**config.mk**
```make
export PLATFORM = sky130hd
export DESIGN_NAME = bn_branch_unit
export DESIGN_NICKNAME = d
export VERILOG_FILES = /design/src/rtl/bn_pkg.sv /design/src/rtl/bn_opcode_match.sv /design/src/rtl/bn_target_calc.sv /design/src/rtl/bn_branch_unit.sv
export SDC_FILE = /design/constraint.sdc
export NUM_CORES = 1
export LEC_CHECK = 0
export ABC_CLOCK_PERIOD_IN_PS = 3700
export CORE_AREA = 2 2 94 96
export CTS_CLUSTER_DIAMETER = 120
export DETAILED_ROUTE_END_ITERATION = 8
export DIE_AREA = 0 0 96 98
export HOLD_SLACK_MARGIN = 0.1
export SYNTH_ARGS = -nofsm -noshare
export SYNTH_HDL_FRONTEND = slang
export SYNTH_SLANG_ARGS = --single-unit
```
**constraint.sdc**
```tcl
create_clock -name clk -period 3.7 [get_ports clk]
set_input_delay 0.74 -clock clk [delete_from_list [all_inputs] [get_ports clk]]
set_output_delay 0.74 -clock clk [all_outputs]
set_load 0.01 [all_outputs]
```
**src/rtl/bn_pkg.sv**
```systemverilog
package bn_pkg;
    typedef enum logic [1:0] {
        PH_Q1 = 2'd0,
        PH_Q2 = 2'd1,
        PH_Q3 = 2'd2,
        PH_Q4 = 2'd3
    } phase_e;

    localparam logic [7:0] BN_OPCODE = 8'hE6;
endpackage

```
**src/rtl/bn_opcode_match.sv**
```systemverilog
module bn_opcode_match #(
    parameter int INSTR_W = 16,
    parameter int OPC_W   = 8,
    parameter logic [OPC_W-1:0] OPCODE = bn_pkg::BN_OPCODE
) (
    input  logic [INSTR_W-1:0] instr_i,
    output logic               hit_o
);
    localparam int OPC_LSB = INSTR_W - OPC_W;

    assign hit_o = (instr_i[INSTR_W-1:OPC_LSB] == OPCODE);
endmodule

```
**src/rtl/bn_target_calc.sv**
```systemverilog
module bn_target_calc #(
    parameter int PC_W  = 21,
    parameter int OFF_W = 8
) (
    input  logic [PC_W-1:0]  pc_i,
    input  logic [OFF_W-1:0] off_i,
    output logic [PC_W-1:0]  seq_o,
    output logic [PC_W-1:0]  tgt_o
);
    localparam int WORD_W = PC_W - 1;
    localparam int EXT_W  = WORD_W - OFF_W;

    logic [WORD_W-1:0] word_seq;
    logic [WORD_W-1:0] word_off;

    // Word-granular arithmetic: bit 0 of the byte address is never computed.
    assign word_seq = pc_i[PC_W-1:1] + {{(WORD_W-1){1'b0}}, 1'b1};
    assign word_off = {{EXT_W{off_i[OFF_W-1]}}, off_i};
    assign seq_o    = {word_seq, 1'b0};
    assign tgt_o    = {word_seq + word_off, 1'b0};
endmodule

```
**src/rtl/bn_branch_unit.sv**
```systemverilog
module bn_branch_unit #(
    parameter int PC_W    = 21,
    parameter int INSTR_W = 16,
    parameter int OFF_W   = 8
) (
    input  logic               clk,
    input  logic               rst_n,
    input  logic [1:0]         phase_i,
    input  logic [INSTR_W-1:0] instr_i,
    input  logic [PC_W-1:0]    pc_i,
    input  logic               neg_i,
    output logic [PC_W-1:0]    pc_next_o,
    output logic               pc_wr_o,
    output logic               flush_o
);
    import bn_pkg::*;

    localparam int OPC_W = INSTR_W - OFF_W;

    typedef struct packed {
        logic             flush;
        logic             is_bn;
        logic [OFF_W-1:0] off;
        logic [PC_W-1:0]  pc_next;
        logic             pc_wr;
    } state_t;

    state_t st_d, st_q;
    phase_e phase;
    logic   opc_hit;
    logic   taken;
    logic [PC_W-1:0] pc_seq;
    logic [PC_W-1:0] pc_tgt;

    assign phase = phase_e'(phase_i);

    bn_opcode_match #(
        .INSTR_W (INSTR_W),
        .OPC_W   (OPC_W),
        .OPCODE  (OPC_W'(BN_OPCODE))
    ) u_match (
        .instr_i (instr_i),
        .hit_o   (opc_hit)
    );

    bn_target_calc #(
        .PC_W  (PC_W),
        .OFF_W (OFF_W)
    ) u_tgt (
        .pc_i  (pc_i),
        .off_i (st_q.off),
        .seq_o (pc_seq),
        .tgt_o (pc_tgt)
    );

    assign taken = st_q.is_bn && neg_i;

    always_comb begin
        st_d       = st_q;
        st_d.pc_wr = 1'b0;
        unique case (phase)
            PH_Q1: st_d.is_bn = opc_hit && !st_q.flush;
            PH_Q2: st_d.off = instr_i[OFF_W-1:0];
            PH_Q3: begin
                if (!st_q.flush) begin
                    st_d.pc_next = taken ? pc_tgt : pc_seq;
                    st_d.pc_wr   = taken;
                end
            end
            PH_Q4: begin
                st_d.flush = st_q.pc_wr;
                st_d.is_bn = 1'b0;
            end
            default: st_d = st_q;
        endcase
    end

    always_ff @(posedge clk or negedge rst_n) begin
        if (!rst_n) begin
            st_q <= '0;
        end else begin
            st_q <= st_d;
        end
    end

    assign pc_next_o = st_q.pc_next;
    assign pc_wr_o   = st_q.pc_wr;
    assign flush_o   = st_q.flush;
endmodule

```
==> impl_metrics.ini <==
[status]
status = finished clean

[cts]
holdBufCountCts = 0
cts-root-buf = clkbuf_8
h-tree-depth = 2
cts_buffers = 5
tritoncts = yes
clk_pin_slew_worst_paths_ns = 0.07
cts.path.max_buffers = 2
clk_latency_ns = 0.29
clock_sinks = 31

[grt]
antenna_found_initial = 0
grt_use_met1 = 0.230
grt_pass1_wl_um = 12600
met2_usage = 0.284
grt_overflow = 0
gr-usage-met3 = 0.0224
grt_use_total = 0.169
grt_pass1_vias = 2704
grt_max_degree = 32
busiest_layer = met2

[logic_synthesis]
synth_ff_type = dfrtp_1
yosysUniqueCellTypes = 52
synth_edf_count = 0
ys_async_sr_fraction = 1.00
ys_ff_latch = 31
syn_inst = 331
syn-num-nets = 401
yosys.area.top_type = dfrtp_1
synth_top_area_frac = 0.272
yosys_warnings = 0
syn-cell-area_um2 = 2850
seq_area_frac_synth = 0.272
avgSynthCellArea_um2 = 8.61
synthTopCellsByArea = dfrtp_1 27%, ha_1 12%, xnor2_1 7.4%

[cells_and_area]
nets = 498
layout.cells.non_filler = 537
final_common_cell = clkdlybuf4s50_1
seq_area_um2 = 776
n_antenna_cell = 0
synthToLayoutAreaGrowth_pct = 45.8
final_area_um2 = 4160
final_cell_mix = 62 x clkdlybuf4s50_1, 60 x buf_4, 38 x nand2_1, 31 x dfrtp_1, 25 x a21oi_1
multi_input_area_um2 = 2040
drive_gt1_frac = 0.268
fill_cells = 827
fin_util = 0.491

[sta]
maxSlewHeadroom = 0.647
finalHoldViolations = 0
tns_ns = 0
slew_violations = 0
period_needed_ns = 3.63
setup_viol = 0
period_share = 0.982
tightest_slew_ns = 0.530
finalClockSkew_ns = 0.0101
max_freq_ghz = 0.275
holdWs_ns = 0.488

[placed_design]
dp_cells = 523
hpwl_um = 6140
place_area_um2 = 3810
gp_congestion = 0.822
port_buffers = 62

[drt]
drtIter0Drc = 75
dr.pass1.iters = 4
wirelength_um = 7850
num_vias = 2631
viasPerCell = 4.90
drc = 0
wl_per_cell_um = 14.6
drtAntennaViolNets = 0

[floorplan]
die_y_um = 98
die_width_um = 96
num_rows = 34
die_area_um2 = 9410
ioPinCount = 65
core-area_um2 = 8470
initial_core_util = 0.337

[power_and_ir_drop]
peakVddDrop_mv = 0.154
power-per-cell-area_nw_per_um2 = 356
switchingPower_mw = 0.503
swShare = 0.340
p_int_mw = 0.975
leakagePower_nw = 1.82
seqPwrFrac = 0.283
clock_power_share = 0.234
p_comb_frac = 0.483

[run]
drv_cap = 0

[setup_path]
r2r_cells = 10
critPathBufInv = 1
cp-end-kind = flip-flop
cp_slowest_cell = clkdlybuf4s50_1
path_class = input port to flip-flop
slowest_delay_ns = 0.50
critPathArrivalTime_ns = 3.83
path_cells = clkdlybuf4s50_1 -> and3_4 -> and2_4 -> and3_4 -> nand4_1 -> xnor2_2 -> ha_1 -> a21o_1 -> a21o_1 -> a21o_1 -> and3_4 -> a211oi_2 -> a21oi_1 -> mux4_2 -> o211ai_1
critPathRequiredTime_ns = 3.90
cp_top_family = compound AO/OA/AOI/OAI gates
worstPathMaxFanout = 3
cp-start-kind = input port
cp_num_cells = 15

[worst_hold_path]
hold_class = flip-flop to flip-flop
min_path_cells = 2
-- cells by family (layout without fill, tap and decap cells) --
kind of cell / count (synthesis) / in the layout / synth area share
AO/OA/AOI/OAI: 72 / 72 / 0.158
XOR/XNOR: 33 / 33 / 0.101
adder cells (fa/ha/maj): 28 / 28 / 0.126
buffers and inverters: 38 / 136 / 0.0782
flip-flops: 31 / 31 / 0.272
multiplexers: 11 / 11 / 0.0470
other: 1 / 1 / 0.00132
AND/OR/NAND/NOR: 117 / 117 / 0.217
-- Yosys cell counts, types with 5 or more instances --
cell	instances
nand2_1	38
a21oi_1	29
clkbuf_1	10
a21o_1	7
o21ai_0	14
inv_1	6
dfrtp_1	31
ha_1	27
and3_1	8
xnor2_1	24
nor2_1	23
buf_4	21
nand4_1	5
nand3_1	13
mux2_2	9
xor2_1	9
-- path summary, 6_finish.rpt --
check                        startpoint             to  slack, ns
max in group asynchronous         rst_n  pc_next_o[12]       2.54
max                             pc_i[5]  pc_next_o[20]       0.07
min in group asynchronous         rst_n       st_q[26]       0.85
min                        pc_next_o[3]   pc_next_o[3]       0.49
max reg2reg                    st_q[22]  pc_next_o[17]       1.02
min reg2reg                pc_next_o[3]   pc_next_o[3]       0.49
-- cell type report --
class                   instances  area share
clock buffers                   5      0.0166
clock inverters                 3      0.0105
inverters                       6     0.00542
multi-input cells             262       0.491
flip-flops and latches         31       0.187
well taps                     108      0.0325
repair buffers                122       0.258
-- registers in the layout, indices dropped and copies added, names as in the netlist --
register	count
flush_o	1
pc_next_o	20
st_q	9
pc_wr_o	1
-- timing repair --
action	CTS	global route
endpoints found under the setup margin	0	6
gates resized for setup	0	32
buffers inserted	0	6
-- through the flow --
step	setup WS, ns	total power [mW]
6_report	0.0668	1.48
5_1_grt	-0.0314	1.58
4_1_cts	0.00119	1.42
3_5_place_dp	-0.285	1.07
3_3_place_gp	-0.227	1.06
2_1_floorplan	0.314	0.819
-- routing by layer --
layer / part of all wire / routed length (µm) / up-vias
met4: 0.0089 / 70 / 0
met2: 0.48 / 3760 / 38
li1: - / - / 1343
met3: 0.031 / 246 / 5
met5: 0 / 0 / -
met1: 0.48 / 3770 / 1245
-- power by group through the flow --
stage	Clock [mW]	Combinational [mW]	Sequential, mW
2_1_floorplan	0	0.402	0.416
3_3_place_gp	0	0.640	0.421
3_5_place_dp	0	0.649	0.423
4_1_cts	0.354	0.652	0.417
5_1_grt	0.366	0.788	0.425
6_report	0.346	0.713	0.418
-- tightest hold or removal path: cells and delay by family (launching register included) --
family / cells / cell delay, ns
DFF: 1 / 0.35
AOI/OAI and AO/OA: 1 / 0.06
and+or+nand+nor: 1 / 0.05
Note: power is estimated with default switching activity, not from simulation.
